`src/rtl/hax_pkg.sv`:
```
package hax_pkg;

    // Which rule produced the translated page
    typedef enum logic [2:0] {
        RT_PASS  = 3'd0,
        RT_BOOT  = 3'd1,
        RT_ZERO  = 3'd2,
        RT_ONE   = 3'd3,
        RT_BACK0 = 3'd4,
        RT_BACK1 = 3'd5
    } route_e;

endpackage

```
`src/rtl/hax_reloc_regs.sv`:
```
module hax_reloc_regs #(
    parameter int HI_W = 8
) (
    input  logic            clk,
    input  logic            rst_n,
    input  logic            cfg_we,
    input  logic            cfg_sel,
    input  logic [HI_W-1:0] cfg_data,
    output logic [HI_W-1:0] zero_tgt,
    output logic [HI_W-1:0] one_tgt
);
    localparam logic [HI_W-1:0] ZERO_RST = '0;
    localparam logic [HI_W-1:0] ONE_RST  = HI_W'(1);

    typedef struct packed {
        logic [HI_W-1:0] zero;
        logic [HI_W-1:0] one;
    } regs_t;

    regs_t regs_d, regs_q;

    always_comb begin
        regs_d = regs_q;
        if (cfg_we) begin
            if (cfg_sel) regs_d.one  = cfg_data;
            else         regs_d.zero = cfg_data;
        end
    end

    always_ff @(posedge clk or negedge rst_n) begin
        if (!rst_n) begin
            regs_q.zero <= ZERO_RST;
            regs_q.one  <= ONE_RST;
        end else begin
            regs_q <= regs_d;
        end
    end

    assign zero_tgt = regs_q.zero;
    assign one_tgt  = regs_q.one;


    zero_write_chk: assert property (@(posedge clk) disable iff (!rst_n)
        (cfg_we && !cfg_sel) |=> (zero_tgt == $past(cfg_data)));


    one_write_chk: assert property (@(posedge clk) disable iff (!rst_n)
        (cfg_we && cfg_sel) |=> (one_tgt == $past(cfg_data)));


    hold_chk: assert property (@(posedge clk) disable iff (!rst_n)
        !cfg_we |=> ($stable(zero_tgt) && $stable(one_tgt)));

endmodule

```
`src/rtl/hax_page_map.sv`:
```
module hax_page_map
    import hax_pkg::*;
#(
    parameter int HI_W      = 8,
    parameter int BOOT_SPAN = 16,
    parameter int BOOT_BIT  = 4
) (
    input  logic            clk,
    input  logic            rst_n,
    input  logic            bus_own,
    input  logic            sec_mode,
    input  logic [HI_W-1:0] page,
    input  logic [HI_W-1:0] zero_tgt,
    input  logic [HI_W-1:0] one_tgt,
    output logic [HI_W-1:0] mapped,
    output route_e          route
);
    localparam logic [HI_W-1:0] PAGE_ZERO = '0;
    localparam logic [HI_W-1:0] PAGE_ONE  = HI_W'(1);
    localparam logic [HI_W-1:0] BOOT_MASK = HI_W'(1) << BOOT_BIT;
    localparam logic [HI_W-1:0] BOOT_TOP  = HI_W'(BOOT_SPAN);

    typedef struct packed {
        logic [HI_W-1:0] page;
        route_e          route;
    } map_t;

    map_t map_d;

    always_comb begin
        map_d.page  = page;
        map_d.route = RT_PASS;
        if (sec_mode && (page < BOOT_TOP)) begin
            map_d.page  = page | BOOT_MASK;
            map_d.route = RT_BOOT;
        end else if (page == PAGE_ZERO) begin
            map_d.page  = zero_tgt;
            map_d.route = RT_ZERO;
        end else if (page == PAGE_ONE) begin
            map_d.page  = one_tgt;
            map_d.route = RT_ONE;
        end else if (page == zero_tgt) begin
            map_d.page  = PAGE_ZERO;
            map_d.route = RT_BACK0;
        end else if (page == one_tgt) begin
            map_d.page  = PAGE_ONE;
            map_d.route = RT_BACK1;
        end
    end

    assign mapped = map_d.page;
    assign route  = map_d.route;


    boot_bit_chk: assert property (@(posedge clk) disable iff (!rst_n)
        (sec_mode && (page < BOOT_TOP)) |-> (mapped[BOOT_BIT] && route == RT_BOOT));


    back_zero_chk: assert property (@(posedge clk) disable iff (!rst_n)
        (bus_own && route == RT_BACK0) |-> (mapped == PAGE_ZERO && page == zero_tgt));


    pass_chk: assert property (@(posedge clk) disable iff (!rst_n)
        (route == RT_PASS) |-> (mapped == page));

endmodule

```
`src/rtl/hax_bus_yield.sv`:
```
module hax_bus_yield #(
    parameter int HI_W    = 8,
    parameter int FORCE_W = 4
) (
    input  logic            bus_own,
    input  logic [HI_W-1:0] mapped,
    output logic [HI_W-1:0] ta,
    output logic            lo_oe
);
    localparam int LO_W = HI_W - FORCE_W;

    always_comb begin
        if (bus_own) begin
            ta    = mapped;
            lo_oe = 1'b1;
        end else begin
            ta    = {{FORCE_W{1'b1}}, {LO_W{1'b0}}};
            lo_oe = 1'b0;
        end
    end

endmodule

```
`src/rtl/hi_addr_xlat.sv`:
```
module hi_addr_xlat
    import hax_pkg::*;
#(
    parameter int HI_W      = 8,
    parameter int FORCE_W   = 4,
    parameter int BOOT_SPAN = 16,
    parameter int BOOT_BIT  = 4
) (
    input  logic            clk,
    input  logic            rst_n,
    input  logic            cfg_we,
    input  logic            cfg_sel,
    input  logic [HI_W-1:0] cfg_data,
    input  logic            bus_own,
    input  logic            sec_mode,
    input  logic [HI_W-1:0] a_hi,
    output logic [HI_W-1:0] ta_hi,
    output logic            ta_lo_oe,
    output logic            rom_a12
);
    localparam int LO_W = HI_W - FORCE_W;

    logic [HI_W-1:0] zero_tgt, one_tgt, mapped;
    route_e          route;

    hax_reloc_regs #(.HI_W(HI_W)) u_regs (
        .clk      (clk),
        .rst_n    (rst_n),
        .cfg_we   (cfg_we),
        .cfg_sel  (cfg_sel),
        .cfg_data (cfg_data),
        .zero_tgt (zero_tgt),
        .one_tgt  (one_tgt)
    );

    hax_page_map #(
        .HI_W      (HI_W),
        .BOOT_SPAN (BOOT_SPAN),
        .BOOT_BIT  (BOOT_BIT)
    ) u_map (
        .clk      (clk),
        .rst_n    (rst_n),
        .bus_own  (bus_own),
        .sec_mode (sec_mode),
        .page     (a_hi),
        .zero_tgt (zero_tgt),
        .one_tgt  (one_tgt),
        .mapped   (mapped),
        .route    (route)
    );

    hax_bus_yield #(.HI_W(HI_W), .FORCE_W(FORCE_W)) u_yield (
        .bus_own (bus_own),
        .mapped  (mapped),
        .ta      (ta_hi),
        .lo_oe   (ta_lo_oe)
    );

    assign rom_a12 = ta_hi[BOOT_BIT];


    yield_chk: assert property (@(posedge clk) disable iff (!rst_n)
        !bus_own |-> (ta_hi[HI_W-1:LO_W] == {FORCE_W{1'b1}} && !ta_lo_oe));


    own_drive_chk: assert property (@(posedge clk) disable iff (!rst_n)
        bus_own |-> ta_lo_oe);


    zero_reloc_chk: assert property (@(posedge clk) disable iff (!rst_n)
        (bus_own && !sec_mode && a_hi == '0) |-> (ta_hi == zero_tgt));

endmodule

```
`config.mk`:
```
export PLATFORM = sky130hd
export DESIGN_NAME = hi_addr_xlat
export DESIGN_NICKNAME = d
export VERILOG_FILES = /design/src/rtl/hax_pkg.sv /design/src/rtl/hax_reloc_regs.sv /design/src/rtl/hax_page_map.sv /design/src/rtl/hax_bus_yield.sv /design/src/rtl/hi_addr_xlat.sv
export SDC_FILE = /design/constraint.sdc
export NUM_CORES = 1
export LEC_CHECK = 0
export BUFFER_PORTS_ARGS = -buffer_cell sky130_fd_sc_hd__buf_2
export CORE_MARGIN = 2
export CORE_UTILIZATION = 35
export CTS_BUF_LIST = sky130_fd_sc_hd__clkbuf_4 sky130_fd_sc_hd__clkbuf_8
export DETAILED_ROUTE_END_ITERATION = 16
export GPL_ROUTABILITY_DRIVEN = 0
export GPL_TIMING_DRIVEN = 0
export RECOVER_POWER = 25
export SKIP_CTS_REPAIR_TIMING = 1
export SYNTH_ARGS = -nofsm -noshare
export SYNTH_HDL_FRONTEND = slang
export SYNTH_SLANG_ARGS = --single-unit
```
`constraint.sdc`:
```
create_clock -name clk -period 1.89 [get_ports clk]
set_clock_uncertainty 0.15 [all_clocks]
set_input_delay 0.378 -clock clk [delete_from_list [all_inputs] [get_ports clk]]
set_output_delay 0.378 -clock clk [all_outputs]
set_load 0.01 [all_outputs]
```
==> impl_metrics.py <==
metrics = {
    "detailed_routing": {
        "antenna_left": 0,
        "drt-pass1-iter-count": 4,
        "wl_um": 2530,
        "remaining_drc_errors": 0,
        "wl_per_cell_um": 13.0,
        "vias": 956,
        "vias_per_cell": 4.93,
        "drt_iter0_drc": 16,
    },
    "power": {
        "ir_drop_uv": 502,
        "leakage_nw": 0.609,
        "powerDensity_nw_per_um2": 630,
    },
    "logic_synthesis": {
        "synth_warnings": 0,
        "yosysSeqAreaShare": 0.344,
        "netlist_area_um2": 1170,
        "synth_edf_count": 0,
        "async_reset_ff_frac": 1.00,
        "synth_cells": 114,
        "synth_seq_cells": 16,
        "synth_fp_nets": 136,
        "netlist.area_leader.share": 0.322,
        "ys_types": 28,
        "synthFlopType": "dfrtp_1",
        "synth_commonest_cells": "16 x mux2_2, 16 x xnor2_1, 15 x dfrtp_1, 7 x nand2_1, 5 x o21ai_0",
        "syn_area_per_cell_um2": 10.2,
        "post-synth-top-area-cell": "dfrtp_1",
        "synth.area.top_cells": "dfrtp_1 32%, mux2_2 15%, xnor2_1 12%",
    },
    "finish": {
        "syn2layout_area_growth_pct": 27.0,
        "n_antenna_cell": 0,
        "multi_input_comb_area_um2": 703,
        "regArea_um2": 402,
        "nFillCells": 308,
        "stdcell_count": 194,
        "fin_util": 0.477,
        "nNetsFinal": 173,
        "drive_above_1_share": 0.453,
    },
    "timing": {
        "rsz0062_at_grt": "true",
        "timing.slew.headroom": 0.450,
        "min_period_ps": 2380,
        "tightest_slew_ps": 825,
        "hold_viol": 0,
        "setup_ws_ps": -488,
        "finalCritPeriodShare": 1.26,
        "finalSetupViolCount": 9,
        "fmax_ghz": 0.420,
        "drv_slew": 0,
    },
    "critical_path": {
        "crit_type": "reg2out",
        "cp-start-kind": "flop",
        "worstRegToRegCells": 1,
        "worstSetupEndpointType": "output pin",
        "critPathArrivalTime_ps": 1850,
        "crit_required_ps": 1360,
        "cp_max_fo": 5,
    },
    "die": {
        "fp.dieH_um": 61.7,
        "rows": 20,
        "dieWidth_um": 61.7,
        "die_area_um2": 3810,
        "initial_utilization": 0.376,
        "ios": 32,
        "fp.coreArea_um2": 3100,
    },
    "clock_network": {
        "clk_latency_ps": 270,
        "cts.htree.levels": 1,
        "clk_pin_slew_ps": 80,
        "cts_buffer_depth": 2,
        "cts_root_buf": "clkbuf_4",
        "cts.sinks": 16,
        "cts_made_buffers": 3,
        "cts_tree": "yes",
    },
    "flow_run": {
        "maxCapViolations": 0,
    },
    "global_routing": {
        "gr-usage-all-layers": 0.146,
        "grt_pass1_vias": 946,
        "grt_max_degree": 17,
        "grt_pass1_wl_um": 4150,
        "overflow": 0,
        "antenna_found_initial": 0,
    },
    "min_path": {
        "min_path_cells": 2,
        "min_path_type": "in2reg",
    },
    "place": {
        "dp.cells": 185,
        "port_buffers": 27,
        "hpwlAfterDp_um": 2080,
    },
    "run_status": {
        "violations": "negative setup slack",
        "status": "complete, but fails checks",
    },
}
-- metrics by stage --
step                hold slack (ps)  setup TNS [ps]  setup slack (ps)  power [mW]  cell area [um^2]
floorplan                     -67.6            -218              -202       0.629              1170
global placement                141           -1790              -245       0.707              1360
detailed placement              153           -1960              -280       0.716              1360
CTS                            -149           -3490              -505       0.930              1400
global route                    183           -5030              -606        1.00              1480
finish                          199           -3990              -488       0.934              1480
-- final timing paths --
path / to / start / slack, ps
max: ta_hi[1] / u_regs.one_tgt[0] / -490
min: u_regs.one_tgt[0] / cfg_data[0] / 200
max reg2reg: u_regs.one_tgt[5] / u_regs.one_tgt[5] / 930
min reg2reg: u_regs.one_tgt[3] / u_regs.one_tgt[3] / 420
max in group asynchronous: u_regs.zero_tgt[2] / rst_n / 520
min in group asynchronous: u_regs.zero_tgt[0] / rst_n / 570
-- worst max-delay path, cell delays in order, from the launching register on --
cell      delay [ps]
dfstp_2          580
xnor2_2           60
nand4_1           70
nor2_1            60
or2_1            240
buf_6            140
buf_12           120
a211oi_2         160
buf_2            150
-- power by group --
part           switching, mW  total [mW]  internal [mW]
clock                 0.0924       0.209          0.117
combinational          0.116       0.274          0.158
sequential            0.0551       0.451          0.396
total                  0.264       0.934          0.670
-- per-layer routing --
metal,vias to the layer above,part of all wire,track usage
met4,0,0.012,0.0486
met2,25,0.49,0.251
met1,441,0.46,0.190
li1,486,-,-
met5,-,0,0
met3,4,0.038,0.0166
-- layout by cell type, fill, tap and decap left out, types with 4 or more instances in the layout --
cell type and instances:
buf_4 5, mux2_2 16, nand2b_1 4, dfrtp_1 15, nand2_1 7, buf_2 27, inv_1 4, nand4_1 4
o21ai_0 5, a21oi_1 4, buf_6 5, xnor2_1 15, mux2i_1 4
-- cells by family (layout without fill, tap and decap cells) --
logic type	count (synthesis)	in the layout	synth area share
simple gates	28	28	0.142
flops	16	16	0.344
xor+xnor	16	16	0.120
compound gates	20	20	0.129
mux	20	20	0.189
buf+inv	14	50	0.0762
-- sequential cells by signal, indices dropped and copies added, names as in the netlist --
signal,cells
u_regs.one_tgt,8
u_regs.zero_tgt,8
-- layout make-up --
| class | count | area share |
|---|---|---|
| clock buffer | 4 | 0.0245 |
| sequential | 16 | 0.271 |
| timing repair buffer | 32 | 0.130 |
| inverter | 4 | 0.0101 |
| multi-input combinational | 84 | 0.475 |
| buffer | 10 | 0.0524 |
| tap | 44 | 0.0372 |
No activity file was read; power rests on OpenSTA's default activity.
